File: src/rtl/hsar_pkg.sv
package hsar_pkg;
  typedef enum logic [1:0] {ST_IDLE, ST_SAMP, ST_CONV} seq_st_t;
  typedef enum logic [1:0] {PH_MSB, PH_HAND, PH_LAD, PH_STORE} ph_t;
endpackage

File: src/rtl/hsar_timer.sv
module hsar_timer
  import hsar_pkg::*;
#(
  parameter int NCH   = 4,
  parameter int MSB10 = 3,
  parameter int MSB12 = 5,
  parameter int LADB  = 7,
  parameter int SMP10 = 2,
  parameter int SMP12 = 3,
  localparam int CHW   = $clog2(NCH),
  localparam int STEPW = $clog2(MSB12 + LADB + 2),
  localparam int POSW  = $clog2((MSB12 > LADB) ? MSB12 : LADB),
  localparam int SMPW  = $clog2(SMP12)
) (
  input  logic             clk,
  input  logic             rst,
  input  logic             start,
  input  logic             mode_in,
  output seq_st_t          st,
  output logic             mode_q,
  output logic [CHW-1:0]   ch,
  output ph_t              phase,
  output logic [POSW-1:0]  msb_pos,
  output logic [POSW-1:0]  lad_pos,
  output logic             done
);
  logic [STEPW-1:0] step, nmsb, last_step;
  logic [SMPW-1:0]  scnt, smp_last;

  assign nmsb      = mode_q ? STEPW'(MSB12) : STEPW'(MSB10);
  assign last_step = nmsb + STEPW'(LADB + 1);
  assign smp_last  = mode_q ? SMPW'(SMP12 - 1) : SMPW'(SMP10 - 1);
  assign msb_pos   = POSW'(nmsb - step - 1'b1);
  assign lad_pos   = POSW'(nmsb + STEPW'(LADB) - step);

  always_comb begin
    if (step < nmsb)                      phase = PH_MSB;
    else if (step == nmsb)                phase = PH_HAND;
    else if (step <= nmsb + STEPW'(LADB)) phase = PH_LAD;
    else                                  phase = PH_STORE;
  end

  always_ff @(posedge clk) begin
    if (rst) begin
      st     <= ST_IDLE;
      mode_q <= 1'b0;
      ch     <= '0;
      step   <= '0;
      scnt   <= '0;
      done   <= 1'b0;
    end else begin
      done <= 1'b0;
      case (st)
        ST_IDLE: if (start) begin
          st     <= ST_SAMP;
          mode_q <= mode_in;
          scnt   <= '0;
        end
        ST_SAMP: if (scnt == smp_last) begin
          st   <= ST_CONV;
          ch   <= '0;
          step <= '0;
        end else begin
          scnt <= scnt + 1'b1;
        end
        ST_CONV: if (step == last_step) begin
          step <= '0;
          if (mode_q || ch == CHW'(NCH - 1)) begin
            st   <= ST_IDLE;
            done <= 1'b1;
          end else begin
            ch <= ch + 1'b1;
          end
        end else begin
          step <= step + 1'b1;
        end
        default: st <= ST_IDLE;
      endcase
    end
  end

  // the sampling window lasts 2 or 3 cycles depending on the captured mode
  p_samp_len_r1: assert property (@(posedge clk) disable iff (rst)
    $rose(st == ST_CONV) |-> ($past(st == ST_SAMP, 2) && ($past(st == ST_SAMP, 3) == mode_q)));
  // mode cannot change once a conversion is under way
  p_mode_hold_r9: assert property (@(posedge clk) disable iff (rst)
    (st != ST_IDLE) |=> $stable(mode_q));
  // completion flag is a single-cycle pulse
  p_done_pulse_r8: assert property (@(posedge clk) disable iff (rst)
    done |=> !done);
  // the wide mode never leaves lane 0
  p_wide_lane_r2: assert property (@(posedge clk) disable iff (rst)
    (st == ST_CONV && mode_q) |-> (ch == '0));
endmodule

File: src/rtl/hsar_sar.sv
module hsar_sar
  import hsar_pkg::*;
#(
  parameter int NCH   = 4,
  parameter int MSB10 = 3,
  parameter int MSB12 = 5,
  parameter int LADB  = 7,
  localparam int CHW  = $clog2(NCH),
  localparam int POSW = $clog2((MSB12 > LADB) ? MSB12 : LADB),
  localparam int RESW = MSB12 + LADB
) (
  input  logic                clk,
  input  logic                rst,
  input  seq_st_t             st,
  input  ph_t                 phase,
  input  logic                mode_q,
  input  logic [CHW-1:0]      ch,
  input  logic [POSW-1:0]     msb_pos,
  input  logic [POSW-1:0]     lad_pos,
  input  logic [NCH-1:0]      cmp_out,
  output logic [MSB12-1:0]    msb_trial,
  output logic [LADB-1:0]     lad_trial,
  output logic [NCH*RESW-1:0] result
);
  logic [MSB12-1:0] msb_acc;
  logic [LADB-1:0]  lsb_acc;
  logic [RESW-1:0]  res_q [NCH];
  logic [CHW-1:0]   sel;
  logic             conv, bit_now;

  assign conv    = (st == ST_CONV);
  assign sel     = mode_q ? '0 : ch;
  assign bit_now = cmp_out[sel];

  assign msb_trial = msb_acc | ((conv && phase == PH_MSB) ? (MSB12'(1) << msb_pos) : '0);
  assign lad_trial = lsb_acc | ((conv && phase == PH_LAD) ? (LADB'(1) << lad_pos) : '0);

  always_ff @(posedge clk) begin
    if (rst) begin
      msb_acc <= '0;
      lsb_acc <= '0;
      for (int i = 0; i < NCH; i++) res_q[i] <= '0;
    end else if (!conv) begin
      msb_acc <= '0;
      lsb_acc <= '0;
    end else begin
      case (phase)
        PH_MSB: msb_acc[msb_pos] <= bit_now;
        PH_LAD: lsb_acc[lad_pos] <= bit_now;
        PH_STORE: begin
          res_q[sel] <= {msb_acc, lsb_acc};
          msb_acc    <= '0;
          lsb_acc    <= '0;
        end
        default: ;
      endcase
    end
  end

  for (genvar g = 0; g < NCH; g++) begin : g_slot
    assign result[g*RESW +: RESW] = res_q[g];
  end

  // the first capacitor trial of each pass puts half the array on the reference
  p_msb_mid_r3: assert property (@(posedge clk) disable iff (rst)
    $rose(conv) |-> (msb_trial == (mode_q ? (MSB12'(1) << (MSB12 - 1)) : (MSB12'(1) << (MSB10 - 1)))));
endmodule

File: src/rtl/hsar_drive.sv
module hsar_drive
  import hsar_pkg::*;
#(
  parameter int NCH   = 4,
  parameter int UNITS = 8,
  parameter int MSB12 = 5,
  parameter int LADB  = 7,
  localparam int CHW  = $clog2(NCH),
  localparam int POSW = $clog2((MSB12 > LADB) ? MSB12 : LADB),
  localparam int CAPW = NCH * UNITS
) (
  input  logic             clk,
  input  logic             rst,
  input  seq_st_t          st,
  input  ph_t              phase,
  input  logic             mode_q,
  input  logic [CHW-1:0]   ch,
  input  logic [MSB12-1:0] msb_trial,
  input  logic [LADB-1:0]  lad_trial,
  input  logic [POSW-1:0]  lad_pos,
  output logic             sample_sw,
  output logic [CAPW-1:0]  cap_top,
  output logic             ladder_en,
  output logic [LADB-1:0]  ladder_tap,
  output logic [NCH-1:0]   cmp_en_n,
  output logic             assist_m,
  output logic [3:0]       assist_z
);
  logic conv, zwin;

  assign conv       = (st == ST_CONV);
  assign sample_sw  = (st == ST_SAMP);
  assign ladder_en  = conv && (phase == PH_LAD);
  assign ladder_tap = ladder_en ? (lad_trial - LADB'(1)) : '0;
  assign zwin       = ladder_en && (lad_pos >= POSW'(LADB - 2));
  assign assist_m   = zwin & clk;

  for (genvar z = 0; z < 4; z++) begin : g_assist
    assign assist_z[z] = zwin & clk & (lad_trial[LADB-1 -: 2] == 2'(z));
  end

  for (genvar g = 0; g < NCH; g++) begin : g_lane
    assign cmp_en_n[g] = !(conv && (mode_q ? (g == 0) : (ch == CHW'(g))));
    for (genvar k = 0; k < UNITS; k++) begin : g_unit
      localparam int IDX = g * UNITS + k;
      logic on_wide, on_narrow;
      assign on_wide   = (IDX < CAPW - 1) && (msb_trial > MSB12'(IDX));
      assign on_narrow = (k < UNITS - 1) && (ch == CHW'(g)) && (msb_trial > MSB12'(k));
      assign cap_top[IDX] = conv && (mode_q ? on_wide : on_narrow);
    end
  end

  // at most one comparator is enabled at any time
  p_one_cmp_r2: assert property (@(posedge clk) disable iff (rst)
    $onehot0(~cmp_en_n));
  // the ladder search always opens at the midpoint tap
  p_tap_first_r5: assert property (@(posedge clk) disable iff (rst)
    (ladder_en && !$past(ladder_en)) |-> (ladder_tap == LADB'((1 << (LADB - 1)) - 1)));
  // the capacitor array is frozen while the ladder searches
  p_cap_hold_r4: assert property (@(posedge clk) disable iff (rst)
    (ladder_en && $past(ladder_en)) |-> $stable(cap_top));
  // nothing is on the reference while sampling
  p_samp_clear_r1: assert property (@(posedge clk) disable iff (rst)
    sample_sw |-> (cap_top == '0 && (&cmp_en_n)));
endmodule

File: src/rtl/hybrid_sar_seq.sv
module hybrid_sar_seq
  import hsar_pkg::*;
#(
  parameter int NCH   = 4,
  parameter int UNITS = 8,
  parameter int MSB10 = 3,
  parameter int MSB12 = 5,
  parameter int LADB  = 7,
  parameter int SMP10 = 2,
  parameter int SMP12 = 3,
  localparam int CHW  = $clog2(NCH),
  localparam int POSW = $clog2((MSB12 > LADB) ? MSB12 : LADB),
  localparam int CAPW = NCH * UNITS,
  localparam int RESW = MSB12 + LADB
) (
  input  logic                clk,
  input  logic                rst,
  input  logic                mode12,
  input  logic                start,
  input  logic [NCH-1:0]      cmp_out,
  output logic                sample_sw,
  output logic [CAPW-1:0]     cap_top,
  output logic                ladder_en,
  output logic [LADB-1:0]     ladder_tap,
  output logic [NCH-1:0]      cmp_en_n,
  output logic                assist_m,
  output logic [3:0]          assist_z,
  output logic [NCH*RESW-1:0] result,
  output logic                done
);
  seq_st_t          st;
  ph_t              phase;
  logic             mode_q;
  logic [CHW-1:0]   ch;
  logic [POSW-1:0]  msb_pos, lad_pos;
  logic [MSB12-1:0] msb_trial;
  logic [LADB-1:0]  lad_trial;

  hsar_timer #(
    .NCH(NCH), .MSB10(MSB10), .MSB12(MSB12), .LADB(LADB), .SMP10(SMP10), .SMP12(SMP12)
  ) u_timer (
    .clk(clk), .rst(rst), .start(start), .mode_in(mode12),
    .st(st), .mode_q(mode_q), .ch(ch), .phase(phase),
    .msb_pos(msb_pos), .lad_pos(lad_pos), .done(done)
  );

  hsar_sar #(
    .NCH(NCH), .MSB10(MSB10), .MSB12(MSB12), .LADB(LADB)
  ) u_sar (
    .clk(clk), .rst(rst), .st(st), .phase(phase), .mode_q(mode_q), .ch(ch),
    .msb_pos(msb_pos), .lad_pos(lad_pos), .cmp_out(cmp_out),
    .msb_trial(msb_trial), .lad_trial(lad_trial), .result(result)
  );

  hsar_drive #(
    .NCH(NCH), .UNITS(UNITS), .MSB12(MSB12), .LADB(LADB)
  ) u_drive (
    .clk(clk), .rst(rst), .st(st), .phase(phase), .mode_q(mode_q), .ch(ch),
    .msb_trial(msb_trial), .lad_trial(lad_trial), .lad_pos(lad_pos),
    .sample_sw(sample_sw), .cap_top(cap_top), .ladder_en(ladder_en),
    .ladder_tap(ladder_tap), .cmp_en_n(cmp_en_n), .assist_m(assist_m),
    .assist_z(assist_z)
  );
endmodule

File: config.mk
export PLATFORM = sky130hd
export DESIGN_NAME = hybrid_sar_seq
export DESIGN_NICKNAME = d
export VERILOG_FILES = /design/src/rtl/hsar_pkg.sv /design/src/rtl/hsar_timer.sv /design/src/rtl/hsar_sar.sv /design/src/rtl/hsar_drive.sv /design/src/rtl/hybrid_sar_seq.sv
export SDC_FILE = /design/constraint.sdc
export NUM_CORES = 1
export LEC_CHECK = 0
export BUFFER_PORTS_ARGS = -buffer_cell sky130_fd_sc_hd__buf_4
export CORE_ASPECT_RATIO = 2
export CORE_MARGIN = 8
export CORE_UTILIZATION = 54
export CTS_CLUSTER_DIAMETER = 50
export DETAILED_ROUTE_END_ITERATION = 6
export GPL_ROUTABILITY_DRIVEN = 0
export PLACE_DENSITY_LB_ADDON = 0.05
export SLEW_MARGIN = 15
export SYNTH_ARGS = -nofsm -noshare
export SYNTH_HDL_FRONTEND = slang
export SYNTH_SLANG_ARGS = --single-unit
File: constraint.sdc
create_clock -name clk -period 6.75 [get_ports clk]
set_input_delay 1.6875 -clock clk [delete_from_list [all_inputs] [get_ports clk]]
set_output_delay 1.6875 -clock clk [all_outputs]
set_load 0.005 [all_outputs]
== Word-level counts from Yosys, hierarchy flattened ==
Memory sizes are Yosys's and may differ from the RTL's.
Index checks and enable logic that the tools add are counted.

* $add $sub $neg: 9
* Magnitude comparators: 39
* Equal/unequal tests: 19
* Shift-type cells: 2
* Mux-type cells: 79
* Bitwise logic cells: 9
* Reductions and logical operators: 89

{| class="wikitable"
|+ Operators with widths
! cell !! number
|-
| $gt A5 B5 Y1 const B || 15
|-
| $logic_and A1 B1 Y1 || 68
|-
| $mux W1 || 47
|-
| $gt A5 B4 Y1 const B || 8
|-
| $mux W2 || 14
|-
| $gt A5 B3 Y1 const B || 4
|-
| $eq A2 B2 Y1 const B || 7
|-
| $mux W7 || 2
|-
| $pmux W7 S2 || 1
|-
| $mux W12 || 1
|-
| $reduce_or A12 Y1 || 1
|-
| $gt A5 B1 Y1 const B || 2
|-
| $gt A5 B2 Y1 const B || 2
|-
| $ne A2 B2 Y1 const B || 5
|-
| $pmux W5 S2 || 1
|-
| $logic_not A2 Y1 || 4
|-
| $lt A3 B4 Y1 const B || 2
|-
| $mux W4 || 2
|-
| $pmux W2 S2 || 2
|-
| $pmux W4 S2 || 1
|-
| $reduce_and A4 Y1 || 2
|-
| $reduce_bool A2 Y1 || 4
|-
| $bwmux W7 || 1
|-
| $or A7 B7 Y7 || 1
|-
| other kinds (34) || 49
|}

* Flip-flop bits (word level): 24
* Memory bits (writable): 48
* Input port bits: 8
* Output and inout bits: 99
* Word-level logic and storage cells: 255
* Memories: 1

{| class="wikitable"
|+ Memories
! memory !! words !! width !! rd ports !! clocked after Yosys merged registers in !! wr ports !! RTL line !! RTL
|-
| u_sar.res_q || 4 || 12 || 4 || 0 || 4 || hsar_sar.sv:27 || <nowiki>logic [RESW-1:0] res_q [NCH];</nowiki>
|}

== Logic depth before layout (Yosys ltp) ==
Gate-level depths: netlist of run 1.

* Depth after elaboration: 14
* Mapped depth: 18
* Depth with buffers taken out: 16

== By module ==
A second synthesis of run 1 with hierarchy kept.

* Cell total of the unflattened synthesis: 433
* Area, all modules: 4,306.6 µm²

{| class="wikitable"
|+ Modules (own cells, without submodules)
! module !! instances !! cells each !! area an instance (µm²)
|-
| hsar_sar || 1 || 204 || 2,668.8
|-
| hsar_drive || 1 || 144 || 864.6
|-
| hsar_timer || 1 || 85 || 773.2
|}

==> flow_summary.yaml, run 1 <==
power:
  pwr-share-comb_pct: 5.8
  seqPwrFrac_pct: 37.6
  internal_power_mw: 1.02
  p_clk_share_pct: 56.6
  switching_share_pct: 21.6
  peakVddDrop_uv: 152
  leakage_nw: 2.37
  p_switching_uw: 280
  powerDensity_nw_per_um2: 227
synth:
  synth_cell_type_count: 67
  synth_ff_type: "edfxtp_1"
  synth_top_cell_area_share_pct: 34.4
  synth_seq_area_share_pct: 45.9
  synth_edf_count: 48
  ys_seq_elements: 72
  syn_inst: 430
  synth_nets: 455
  synth_area_sq_um: 4190
  yosysWarnings: 0
  synth_top_cell_by_area: "edfxtp_1"
  async_flop_share_pct: 0
  synth_top_cells_by_count: "edfxtp_1, nor2_1, and2_1"
  synth_area_leaders: "edfxtp_1, dfxtp_1, and2_1, ha_1, nor2_1"
  synth.avg_cell_area_sq_um: 9.74
floorplanning:
  fp.dieW_um: 78.3
  start_util_pct: 55.5
  die_area_sq_um: 11000
  core_area_sq_um: 7540
  rows: 45
  ios: 107
  die_h_um: 141
cells_and_area:
  diodes: 0
  seqCellArea_sq_um: 1920
  nets: 563
  nFillCells: 547
  multi_input_area_sq_um: 2070
  drive_gt1_share_pct: 30.7
  area_growth_pct: 36.6
critical_path:
  crit_cells: 14
  cp_slowest_stage_delay_ns: 0.18
  reg2regPathDepth: 10
  worst_ep_arrival_time_ns: 5.02
  cp.required_ns: 5.06
  cp_slowest_cell: "clkbuf_16"
  critPathLaunchType: "clock port"
  critical-path-top-delay-family: "buffers and inverters"
  cp_common_cell: "clkbuf_16"
  path_max_fanout: 2
  crit_path_end_kind: "output port"
  crit_chain: "clkbuf_16 -> clkbuf_16 -> clkbuf_16 -> clkbuf_16 -> clkbuf_16 -> o21ai_4 -> nor3_2 -> clkbuf_16 -> clkbuf_16 -> o21ai_2 -> clkbuf_16 -> clkbuf_16 -> nor2_1 -> buf_4"
  cp_num_buf_inv: 10
  path_class: "clk -> out"
sta:
  hold_viol_final: 0
  rsz0062_at_grt: "false"
  fin_tns_setup_ns: 0
  relSlewSlack_pct: 27.0
  setup_viol: 0
  clock_skew_ns: 0.00700
  holdWs_ns: 0.518
  worstMarginPinSlew_ns: 1.09
  slew_viol_final: 0
global_routing:
  grt_max_degree: 26
  grt_util_all_layers_pct: 23.3
  grt_pass1_vias: 4035
  grt_pass1_wl_mm: 20.1
  overflow: 0
  antenna_found_initial: 0
detailed_routing:
  ant_nets: 0
  met1_length_mm: 4.21
  via_per_inst: 6.05
  drt-total-wl_mm: 12.6
  dr_total_vias: 3863
  wl_met2_mm: 6.82
  wl_met3_um: 973
  drt_iter0_drc: 308
  top_layer: "met4"
  drc: 0
  wl_per_cell_um: 19.8
  drt_first_pass_iters: 5
place:
  dpl.hpwl_mm: 8.92
  buffer_ports.inserted: 105
min_path:
  whs_path_depth: 2
  hold_class: "reg -> reg"
status:
  status: "finished clean"
clocking:
  cts_tree: "yes"
  insertion_delay_ns: 0.45
  cts_setup_buffers: 0
  clkTransAtPathRegs_ns: 0.06
job:
  cap_viol_max_count: 0
-- through the flow --
| stage | power (mW) | setup slack, ns | cell area (sq um) | std cells | util (%) |
|---|---|---|---|---|---|
| global route | 1.34 | 0.00867 | 5720 | 638 | 75.9 |
| floorplan | 0.545 | 1.31 | 4190 | 430 | - |
| global placement | 0.572 | 1.24 | 4980 | 606 | 66.1 |
| detailed placement | 0.574 | 1.23 | 4980 | 606 | 66.1 |
| finish | 1.30 | 0.0430 | 5720 | 638 | 75.9 |
| CTS | 1.30 | 0.00808 | 5720 | 638 | 75.8 |
-- worst reg2reg max path: stages, from the launching register on --
cell	delay, ns
dfxtp_1	0.42
inv_1	0.10
ha_1	0.35
ha_1	0.32
a21oi_1	0.18
nor2_1	0.13
inv_1	0.18
ha_1	0.69
nand2_1	0.22
nor2_1	0.58
or2_2	0.40
-- what timing repair did --
| item | in CTS | in global routing |
|---|---|---|
| hold buffers | 0 | 0 |
| resized for setup | 4 | 1 |
| endpoints found under the setup margin | 4 | 4 |
| hold endpoints to repair | 0 | 0 |
| cloned | 0 | 0 |
-- per-layer routing --
metal	vias up	GRT usage, %
li1	1776	-
met1	1799	21.4
met2	230	39.4
met3	58	10.3
met4	0	16.7
met5	-	0
-- flip-flops by register name, summed over array words and instances (netlist names) --
register and cells:
u_sar.msb_acc 5, u_timer.done 1, u_timer.st 2, u_timer.step 4
u_sar.lsb_acc 7, u_timer.mode_q 1, u_sar.res_q 48, u_timer.ch 2
u_timer.scnt 2
-- placed cells by master (no fill, tap or decap), types with 6 or more instances in the layout --
cell type  count
clkbuf_16     25
nor2_1        48
and3_1        15
inv_1         14
buf_4        111
a21oi_1       33
nor3_1        13
o21ai_0       22
nand2_1       14
o211ai_1       9
and2_1        38
a31oi_1       11
edfxtp_1      48
dfxtp_1       24
nand3_1        6
ha_1          15
-- cell families (layout without fill, tap and decap cells) --
group | Yosys count | in the layout | share of synthesized area, %
AO/OA/AOI/OAI | 122 | 122 | 19.7
multiplexers | 1 | 1 | 0.239
AND/OR/NAND/NOR | 166 | 166 | 21.7
other | 1 | 1 | 0.0895
flip-flops | 72 | 72 | 45.9
adder cells (fa/ha/maj) | 17 | 17 | 5.43
buffers and inverters | 44 | 158 | 5.11
XOR/XNOR | 7 | 7 | 1.82
-- worst paths after layout --
| path | start | to | slack (ns) |
|---|---|---|---|
| max reg2reg | u_timer.step[1]$_SDFFE_PP0P_ | u_sar.res_q[0][9]$_SDFFCE_PN0P_ | 2.85 |
| min reg2reg | u_timer.scnt[1]$_SDFFE_PP0P_ | u_timer.scnt[1]$_SDFFE_PP0P_ | 0.52 |
| max | clk | assist_z[3] | 0.04 |
| min | u_timer.scnt[1]$_SDFFE_PP0P_ | u_timer.scnt[1]$_SDFFE_PP0P_ | 0.52 |
-- power groups by stage --
stage	registers, mW	logic [mW]	clock network, mW
floorplan	0.496	0.0459	0.00333
global placement	0.496	0.0726	0.00332
detailed placement	0.497	0.0734	0.00332
CTS	0.488	0.0750	0.734
global route	0.489	0.0823	0.768
finish	0.488	0.0754	0.735
-- cell type report --
cell class	instances	area share, %
multi-input cells	314	36.2
flip-flops and latches	72	33.6
repair buffers	106	13.9
clock buffers	30	11.6
well taps	94	2.06
clock inverters	7	1.73
inverters	15	0.984
(Power assumes the default switching activity.)
==> inputs of run 2 (changes only) <==
==> constraint.sdc (replaced) <==
create_clock -name clk -period 6.75 [get_ports clk]
set_input_delay 1.6875 -clock clk [delete_from_list [all_inputs] [get_ports clk]]
set_output_delay 1.6875 -clock clk [all_outputs]
set_load 0.01 [all_outputs]
==> run 2 against run 1 <==
Count of clock-buffer cells in the layout is 2 lower. Non-clock buffer count stayed put. Register-to-register slack worse by 0.02 ns. Sequential share of layout area is 0.28 points higher.
==> flow_summary.yaml, run 2 (synthesized netlist as in run 1, its figures left out) <==
detailed_routing:
  wl_per_cell_um: 20.0
  drt_iter0_drc: 284
  ant_nets: 0
  drc: 0
  drt_first_pass_iters: 5
  drt-total-wl_mm: 12.8
  via_per_inst: 6.19
  dr_total_vias: 3945
clocking:
  cts_tree: "yes"
  cts_hold_buf: 0
  clkTransAtPathRegs_ns: 0.06
  insertion_delay_ns: 0.44
sta:
  holdWs_ns: 0.517
  relSlewSlack_pct: 26.6
  worstMarginPinSlew_ns: 1.10
  setup_viol: 0
  slew_viol_final: 0
  hold_viol_final: 0
  rsz0062_at_grt: "false"
  fin_tns_setup_ns: 0
  clock_skew_ns: 0.00480
global_routing:
  grt_max_degree: 26
  antenna_found_initial: 0
  grt_use_met2_pct: 40.2
  overflow: 0
  met3_usage_pct: 9.55
  met1_usage_pct: 20.9
  grt_pass1_wl_mm: 20.0
  grt_pass1_vias: 3968
  top_usage_layer: "met2"
  grt_util_all_layers_pct: 23.6
job:
  cap_viol_max_count: 0
floorplanning:
  fp.dieW_um: 78.3
  ios: 107
  die_h_um: 141
  die_area_sq_um: 11000
  core_area_sq_um: 7540
  start_util_pct: 55.5
  rows: 45
critical_path:
  path_class: "clk -> out"
  path_max_fanout: 2
  worst_ep_arrival_time_ns: 4.95
  critPathLaunchType: "clock port"
  cp.required_ns: 5.06
  crit_path_end_kind: "output port"
place:
  dpl.hpwl_mm: 8.96
  buffer_ports.inserted: 105
  dpl.cell_count: 606
cells_and_area:
  nets: 562
  top_regs: "u_sar.res_q: 48 flops, u_sar.lsb_acc: 7 flops, u_sar.msb_acc: 5 flops"
  nFillCells: 570
  final_cell_mix: "buf_4, nor2_1, edfxtp_1"
  largest_register_ffs: 48
  diodes: 0
  registers.top_by_ff_count: "u_sar.res_q"
  area_growth_pct: 35.4
  stdcell_count: 637
  final_common_cell: "buf_4"
  drive_gt1_share_pct: 30.6
power:
  powerDensity_nw_per_um2: 223
  leakage_nw: 2.35
  p_total_mw: 1.27
  peakVddDrop_uv: 142
status:
  status: "finished clean"
min_path:
  hold_class: "reg -> reg"
[run 2: worst max-delay path: stages]
cell	delay, ns
clkbuf_16	0.12
clkbuf_16	0.13
clkbuf_16	0.13
clkbuf_16	0.13
clkbuf_16	0.13
o21ai_4	0.08
nor3_2	0.10
clkbuf_16	0.19
o21ai_2	0.07
clkbuf_16	0.17
clkbuf_16	0.12
nor2_1	0.04
buf_4	0.15
[run 2: what timing repair did]
| item | in CTS | in global routing |
|---|---|---|
| buffers inserted | 0 | 0 |
| gates resized for setup | 6 | 0 |
| setup endpoints to repair | 4 | 2 |
[run 2: where the power goes]
group	leakage [nW]	total, mW	internal [mW]	switching (mW)
logic	1.28	0.0813	0.0307	0.0506
clock network	0.380	0.698	0.481	0.217
registers	0.689	0.488	0.481	0.00711
[run 2: per-layer routing]
| metal | vias up | wire, um |
|---|---|---|
| li1 | 1779 | - |
| met1 | 1823 | 4120 |
| met2 | 268 | 6720 |
| met3 | 75 | 1090 |
| met4 | 0 | 824 |
| met5 | - | 0 |
[run 2: final cells by class]
| class | instances | area (sq um) | share of cell area [%] |
|---|---|---|---|
| Multi-Input combinational cell | 314 | 2070 | 36.5 |
| Sequential cell | 72 | 1920 | 33.9 |
| Timing Repair Buffer | 106 | 796 | 14.0 |
| Clock buffer | 28 | 613 | 10.8 |
| Tap cell | 94 | 118 | 2.07 |
| Clock inverter | 8 | 98.8 | 1.74 |
| Inverter | 15 | 56.3 | 0.992 |
[run 2: worst paths after layout]
path / start / to / slack [ns] / cells after the start
max: clk / assist_z[3] / 0.11 / 13
max reg2reg: u_timer.step[1]$_SDFFE_PP0P_ / u_sar.res_q[0][8]$_SDFFCE_PN0P_ / 2.83 / 10
min reg2reg: u_timer.scnt[1]$_SDFFE_PP0P_ / u_timer.scnt[1]$_SDFFE_PP0P_ / 0.52 / 2
min: u_timer.scnt[1]$_SDFFE_PP0P_ / u_timer.scnt[1]$_SDFFE_PP0P_ / 0.52 / 2
[run 2: metrics by stage]
stage,area (sq um),setup slack [ns],util [%]
detailed placement,4980,1.23,66.1
global placement,4980,1.23,66.1
floorplan,4190,1.26,-
global route,5680,0.0639,75.2
CTS,5700,0.0118,75.6
finish,5680,0.112,75.2
